==> src/rtl/mdio_pkg.sv <==
`timescale 1ns/1ps
package mdio_pkg;
  localparam int ADDR_W = 5;
  localparam int DATA_W = 16;
  localparam int POS_BUSY = 28;
  localparam int POS_VALID = 27;

  // bits 26:0 of the command word, in hardware order
  typedef struct packed {
    logic              rd;
    logic [ADDR_W-1:0] reg_a;
    logic [ADDR_W-1:0] phy_a;
    logic [DATA_W-1:0] data;
  } mdio_cmd_t;

  localparam logic [1:0] SOF_CODE = 2'b01;
  localparam logic [1:0] OP_RD    = 2'b10;
  localparam logic [1:0] OP_WR    = 2'b01;
  localparam logic [1:0] TA_WR    = 2'b10;
endpackage

==> src/rtl/mdc_gen.sv <==
`timescale 1ns/1ps
module mdc_gen #(
  parameter int DIV = 20
) (
  input  logic clk,
  input  logic rst,
  input  logic run,
  output logic mdc,
  output logic rise,
  output logic fall
);
  localparam int HALF = DIV / 2;
  localparam int CW = (HALF > 1) ? $clog2(HALF) : 1;

  logic [CW-1:0] cnt;
  logic          wrap;

  assign wrap = (cnt == CW'(HALF - 1));
  assign rise = run && wrap && !mdc;
  assign fall = run && wrap && mdc;

  always_ff @(posedge clk) begin
    if (rst || !run) begin
      cnt <= '0;
      mdc <= 1'b0;
    end else if (wrap) begin
      cnt <= '0;
      mdc <= ~mdc;
    end else begin
      cnt <= cnt + 1'b1;
    end
  end

  // mdc only moves at a half-period boundary
  assert_mdc_edges_R5: assert property (@(posedge clk) disable iff (rst)
    (run && $past(run) && !$past(wrap)) |-> $stable(mdc));
endmodule

==> src/rtl/mdio_seq.sv <==
`timescale 1ns/1ps
module mdio_seq
  import mdio_pkg::*;
#(
  parameter int PRE_LEN = 32
) (
  input  logic              clk,
  input  logic              rst,
  input  logic              start,
  input  mdio_cmd_t         cmd,
  input  logic              mdc_rise,
  input  logic              mdc_fall,
  input  logic              mdio_i,
  output logic              active,
  output logic              fin,
  output logic              mdio_o,
  output logic              mdio_oe,
  output logic [DATA_W-1:0] rx_data
);
  localparam int FRAME    = PRE_LEN + 32;
  localparam int TA_POS   = PRE_LEN + 14;
  localparam int DATA_POS = PRE_LEN + 16;
  localparam int LAST     = FRAME - 1;
  localparam int IW       = $clog2(FRAME);

  logic [FRAME-1:0] sh;
  logic [IW-1:0]    idx;
  logic [IW-1:0]    nxt;
  logic             rd;

  assign nxt    = idx + 1'b1;
  assign fin    = active && mdc_fall && (idx == IW'(LAST));
  assign mdio_o = sh[FRAME-1];

  always_ff @(posedge clk) begin
    if (rst) begin
      sh      <= '1;
      idx     <= '0;
      rd      <= 1'b0;
      active  <= 1'b0;
      mdio_oe <= 1'b0;
      rx_data <= '0;
    end else if (start && !active) begin
      sh      <= {{PRE_LEN{1'b1}}, SOF_CODE, cmd.rd ? OP_RD : OP_WR,
                  cmd.phy_a, cmd.reg_a, TA_WR,
                  cmd.rd ? {DATA_W{1'b1}} : cmd.data};
      idx     <= '0;
      rd      <= cmd.rd;
      active  <= 1'b1;
      mdio_oe <= 1'b1;
    end else if (active) begin
      if (mdc_rise && rd && idx >= IW'(DATA_POS))
        rx_data <= {rx_data[DATA_W-2:0], mdio_i};
      if (mdc_fall) begin
        if (idx == IW'(LAST)) begin
          active  <= 1'b0;
          mdio_oe <= 1'b0;
          sh      <= '1;
        end else begin
          idx     <= nxt;
          sh      <= {sh[FRAME-2:0], 1'b1};
          mdio_oe <= !(rd && nxt >= IW'(TA_POS));
        end
      end
    end
  end

  assert_read_release_R4: assert property (@(posedge clk) disable iff (rst)
    (active && rd && idx >= IW'(TA_POS)) |-> !mdio_oe);
  assert_write_drive_R3: assert property (@(posedge clk) disable iff (rst)
    (active && !rd) |-> mdio_oe);
  assert_stable_rise_R3: assert property (@(posedge clk) disable iff (rst)
    mdc_rise |=> $stable(mdio_o));
endmodule

==> src/rtl/phy_stat_watch.sv <==
`timescale 1ns/1ps
module phy_stat_watch #(
  parameter int W = 16
) (
  input  logic         clk,
  input  logic         rst,
  input  logic         upd,
  input  logic [W-1:0] val,
  output logic         chg
);
  logic         seen;
  logic [W-1:0] last;

  always_ff @(posedge clk) begin
    if (rst) begin
      seen <= 1'b0;
      last <= '0;
      chg  <= 1'b0;
    end else begin
      chg <= upd && seen && (val != last);
      if (upd) begin
        last <= val;
        seen <= 1'b1;
      end
    end
  end

  // no change reported before a baseline exists
  assert_needs_base_R9: assert property (@(posedge clk) disable iff (rst)
    chg |-> $past(seen));
endmodule

==> src/rtl/mdio_cmd_engine.sv <==
`timescale 1ns/1ps
module mdio_cmd_engine
  import mdio_pkg::*;
#(
  parameter int CLK_DIV   = 20,
  parameter int PRE_LEN   = 32,
  parameter int WATCH_REG = 1,
  parameter bit WATCH_EN  = 1'b1
) (
  input  logic        clk,
  input  logic        rst,
  input  logic        wr_en,
  input  logic [31:0] wr_data,
  output logic [31:0] cmd_word,
  output logic        mdc,
  input  logic        mdio_i,
  output logic        mdio_o,
  output logic        mdio_oe,
  output logic        done_irq,
  output logic        phy_chg_irq
);
  mdio_cmd_t         cmd_in;
  mdio_cmd_t         cur;
  logic              valid_r;
  logic              busy;
  logic              fin;
  logic              accept;
  logic              rise;
  logic              fall;
  logic [DATA_W-1:0] rx_data;
  logic              watch_upd;
  logic [4:0]        unused_hi;

  assign cmd_in    = mdio_cmd_t'(wr_data[26:0]);
  assign unused_hi = wr_data[31:27];
  assign accept    = wr_en && !busy;
  assign watch_upd = fin && cur.rd && (cur.reg_a == ADDR_W'(WATCH_REG));
  assign cmd_word  = {3'b000, busy, valid_r, cur};

  mdc_gen #(.DIV(CLK_DIV)) u_clk (
    .clk(clk), .rst(rst), .run(busy), .mdc(mdc), .rise(rise), .fall(fall));

  mdio_seq #(.PRE_LEN(PRE_LEN)) u_seq (
    .clk(clk), .rst(rst), .start(accept), .cmd(cmd_in),
    .mdc_rise(rise), .mdc_fall(fall), .mdio_i(mdio_i),
    .active(busy), .fin(fin), .mdio_o(mdio_o), .mdio_oe(mdio_oe),
    .rx_data(rx_data));

  generate
    if (WATCH_EN) begin : g_watch
      phy_stat_watch #(.W(DATA_W)) u_watch (
        .clk(clk), .rst(rst), .upd(watch_upd), .val(rx_data), .chg(phy_chg_irq));
    end else begin : g_nowatch
      assign phy_chg_irq = 1'b0;
    end
  endgenerate

  always_ff @(posedge clk) begin
    if (rst) begin
      cur      <= '0;
      valid_r  <= 1'b0;
      done_irq <= 1'b0;
    end else begin
      done_irq <= fin;
      if (accept) begin
        cur     <= cmd_in;
        valid_r <= 1'b0;
      end else if (fin && cur.rd) begin
        cur.data <= rx_data;
        valid_r  <= 1'b1;
      end
    end
  end

  assert_idle_low_R5: assert property (@(posedge clk) disable iff (rst)
    !busy |-> !mdc);
  assert_done_idle_R6: assert property (@(posedge clk) disable iff (rst)
    done_irq |-> !busy);
  assert_done_pulse_R6: assert property (@(posedge clk) disable iff (rst)
    done_irq |=> !done_irq);
  assert_fields_hold_R7: assert property (@(posedge clk) disable iff (rst)
    busy |=> $stable({cur.rd, cur.reg_a, cur.phy_a}));
  assert_valid_clear_R8: assert property (@(posedge clk) disable iff (rst)
    $rose(busy) |-> !valid_r);
  assert_chg_with_done_R9: assert property (@(posedge clk) disable iff (rst)
    phy_chg_irq |-> done_irq);
endmodule

==> config.mk <==
export PLATFORM = sky130hd
export DESIGN_NAME = mdio_cmd_engine
export DESIGN_NICKNAME = d
export VERILOG_FILES = /design/src/rtl/mdio_pkg.sv /design/src/rtl/mdc_gen.sv /design/src/rtl/mdio_seq.sv /design/src/rtl/phy_stat_watch.sv /design/src/rtl/mdio_cmd_engine.sv
export SDC_FILE = /design/constraint.sdc
export NUM_CORES = 1
export LEC_CHECK = 0
export BUFFER_PORTS_ARGS = -buffer_cell sky130_fd_sc_hd__buf_2
export CORE_ASPECT_RATIO = 1.25
export CORE_MARGIN = 4
export CORE_UTILIZATION = 40
export CTS_CLUSTER_DIAMETER = 50
export DETAILED_ROUTE_END_ITERATION = 8
export SLEW_MARGIN = 15
export SYNTH_ARGS = -nofsm -noshare
export SYNTH_HDL_FRONTEND = slang
export SYNTH_SLANG_ARGS = --single-unit
==> constraint.sdc <==
create_clock -name clk -period 2 [get_ports clk]
set_input_delay 0.4 -clock clk [delete_from_list [all_inputs] [get_ports clk]]
set_output_delay 0.4 -clock clk [all_outputs]
set_load 0.05 [all_outputs]
==> run summary <==
FINISH
---------------------------------------------------------------------------
Final cell count without fillers .............................          906
Layout cell share with drive strength beyond 1 ...............        18.3%
Fill cells ...................................................         1299
Final design instance area without fill ...................... 0.00672 sq mm
Ant diodes ...................................................            0
Synth-to-layout area growth ..................................        20.5%
Area of combinational cells with multiple inputs ............. 0.00252 sq mm
Number of nets in the layout .................................          760
Sequential Area .............................................. 0.00280 sq mm

TIMING
---------------------------------------------------------------------------
Clock period minus worst slack ...............................      1.86 ns
Max Fclk .....................................................    0.538 GHz
Fin worst setup slack ........................................     0.140 ns
Ratio of final minimum period to clock period ................        93.0%
Final Hold Violating Endpoints ...............................            0
Worst clock skew .............................................   0.00931 ns
Actual transition at the worst max-transition pin ............     0.567 ns
Fin. max-slew vios ...........................................            0
Setup repair after global routing missed its margin ..........           no
Slew headroom ................................................        62.2%
Setup violators final ........................................            0
Hold slack ...................................................     0.233 ns

DIE
---------------------------------------------------------------------------
CORE AREA .................................................... 0.0138 sq mm
Die ar. ...................................................... 0.0159 sq mm
Die outline height ...........................................       140 um
Initial Util .................................................        40.6%
Horizontal die dimension .....................................       114 um
Top-level I/O count ..........................................           73
Number of rows created at floorplan ..........................           48

CTS
---------------------------------------------------------------------------
Clock buffer count from CTS ..................................           17
Clock tree from TritonCTS ....................................         done
Max clock buf depth ..........................................            2
Worst-Skew Late Latency ......................................      0.41 ns
H-tree level count ...........................................            4
Total clock sinks ............................................          140
Reg clk slew, reported paths .................................      0.05 ns
Clock tree root buffer cell ..................................    clkbuf_16

SYNTH
---------------------------------------------------------------------------
Ys flop type .................................................      dfxtp_1
Warnings from Yosys ..........................................            0
Netlist cell types ...........................................           44
Netlist Area Pre-Place ....................................... 0.00558 sq mm
Number of enable flip-flop cells after synthesis .............            0
Yosys top cell by area .......................................      dfxtp_1
Top cells by area in the synthesized netlist ................. dfxtp_1, nand2_1, nor2_1
Top-area cell type share of the netlist area .................        50.2%
Synth Instances ..............................................          657
Yosys reg bits ...............................................          140
Synthesized area per cell ....................................   8.50 sq um
Seq/Total Area, Yosys ........................................        50.2%
Async set or reset register ratio after synthesis ............           0%

OUTCOME
---------------------------------------------------------------------------
Run status ................................................... finished clean

DETAILED ROUTING
---------------------------------------------------------------------------
DR DRC count .................................................            0
Post-detailed-route wirelength per cell ......................      14.6 um
Residual antenna-violating net count after detailed routing ..            0
Routed Wire Length ...........................................     13200 um
Vias after detailed routing ..................................         4661
Number of iterations in the first detailed-routing pass ......            5
Iteration-0 DRC count of the detailed router .................          244
Post-DR vias/cell ............................................         5.14

GLOBAL ROUTING
---------------------------------------------------------------------------
Antenna violations before repair .............................            0
Number of global-route vias before repair ....................         4524
Wire length of the first global-routing pass .................     21900 um
Global-route total usage across every layer ..................        16.9%
Maximum number of pins on one net before global-route repair .           38
GR Overflow Total ............................................            0

FLOW RUN
---------------------------------------------------------------------------
Max_cap viols ................................................            0

CRITICAL PATH
---------------------------------------------------------------------------
Nature of the critical path endpoint .........................         flop
WP data arrival ..............................................      2.14 ns
CP max FO ....................................................           14
Worst Setup Path Type ........................................      reg2reg
Worst endpoint required time .................................      2.28 ns
Setup slack of the most critical reg-to-reg path .............      0.14 ns
Critical path startpoint category ............................         flop

PWR
---------------------------------------------------------------------------
LEAKAGE ......................................................      2.56 nW
PD cells .....................................................  945 mW/mm^2
Max IR drop VDD ..............................................   0.000428 V

PLACED DESIGN
---------------------------------------------------------------------------
Buffers on Ports .............................................           64
Routability-driven placement congestion ratio ................        0.778
Area after detailed placement ................................ 0.00615 sq mm
Placement-stage worst setup slack ............................  -0.00140 ns
Instance count after placement with tap cells included .......          874
Hpwl dp ......................................................      9000 um

WORST HOLD PATH
---------------------------------------------------------------------------
Hold crit path type ..........................................       in2reg

[Yosys cell counts (5+ instances only)]
| master | count |
|---|---|
| buf_4 | 13 |
| mux2i_1 | 18 |
| xnor2_1 | 20 |
| nor3_1 | 37 |
| o21ai_0 | 47 |
| nand4b_1 | 5 |
| buf_2 | 10 |
| inv_1 | 5 |
| nand2_1 | 107 |
| a22oi_1 | 26 |
| nand3_1 | 25 |
| dfxtp_1 | 140 |
| nand4_1 | 16 |
| a21oi_1 | 46 |
| clkbuf_1 | 28 |
| nor2_1 | 71 |
[final timing paths]
kind	start	endpoint	cells after the start
max	u_seq.active	cmd_word[14]	5
min	mdio_i	u_seq.rx_data[0]	3
max reg2reg	u_seq.active	cmd_word[14]	5
min reg2reg	u_seq.sh[28]	u_seq.sh[28]	2
[report_power, final]
part	internal, mW	switching (mW)	leakage, nW	total, mW
registers	2.87	0.0480	1.14	2.92
clock network	1.82	1.15	0.261	2.97
logic	0.145	0.326	1.16	0.471
[cell families after synthesis]
family                   Yosys count  share of synthesized area, %
AND/OR/NAND/NOR                  284                          23.3
flip-flops                       140                          50.2
AO/OA/AOI/OAI                    129                          13.6
buffers and inverters             58                          5.13
XOR/XNOR                          23                          3.61
multiplexers                      18                          3.23
adder cells (fa/ha/maj)            4                         0.897
other                              1                        0.0672
[cells in the final DEF, fill, tap and decap left out, drive strengths merged, types with 3 or more instances in the layout]
cell type,count
buf,95
a21oi,47
nand3,25
nand4b,5
o21ai,47
clkinvlp,4
nand2b,4
inv,6
xor2,3
nor4,4
ha,4
clkinv,4
clkbuf,19
nand2,108
conb,3
nor2,73
dfxtp,140
nor3,37
a22oi,26
xnor2,20
nand4,16
a211oi,3
mux2i,18
[routing by layer]
| metal | wire (um) | track usage (%) |
|---|---|---|
| met4 | 99 | 5.70 |
| met1 | 5750 | 20.6 |
| met3 | 337 | 3.85 |
| met5 | 0 | 0 |
| met2 | 7000 | 29.3 |
[timing repair]
| action | 4_1_cts | 5_1_grt |
|---|---|---|
| setup buffers | 0 | 2 |
| hold buffers | 0 | 0 |
| setup endpoints to repair | 1 | 4 |
| pin swaps | 0 | 1 |
| resized for setup | 1 | 1 |
[flip-flops by register name, indices dropped and copies added (netlist names)]
register and cells:
u_clk.mdc 1, u_seq.rx_data 16, g_watch.u_watch.last 16, u_seq.sh 64
u_seq.idx 6, valid_r 1, u_seq.active 1, u_seq.mdio_oe 1
u_clk.cnt 4, g_watch.u_watch.chg 1, g_watch.u_watch.seen 1, done_irq 1
cmd_word 27
[critical path, stage by stage, from the launching register on]
cell and delay [ns]:
dfxtp_1 0.55, nand3_1 0.18, nor4_4 0.38, buf_4 0.30, mux2i_1 0.22, a211oi_1 0.09
[stage by stage]
stage               total power [mW]  util [%]  setup TNS [ns]
floorplan                       3.30         -               0
global placement                3.44      44.7               0
detailed placement              3.45      44.7        -0.00140
CTS                             6.42      48.8               0
global route                    6.61      48.9               0
finish                          6.36      48.9               0
[area by class of cell]
cell class                      count  area share [%]
Multi-Input combinational cell    461            37.5
Tap cell                          175            3.26
Clock inverter                     11            1.82
Sequential cell                   140            41.7
Timing Repair Buffer               95            9.02
Inverter                            5           0.279
Clock buffer                       19            6.44
Power figures use the tool's default switching activity.
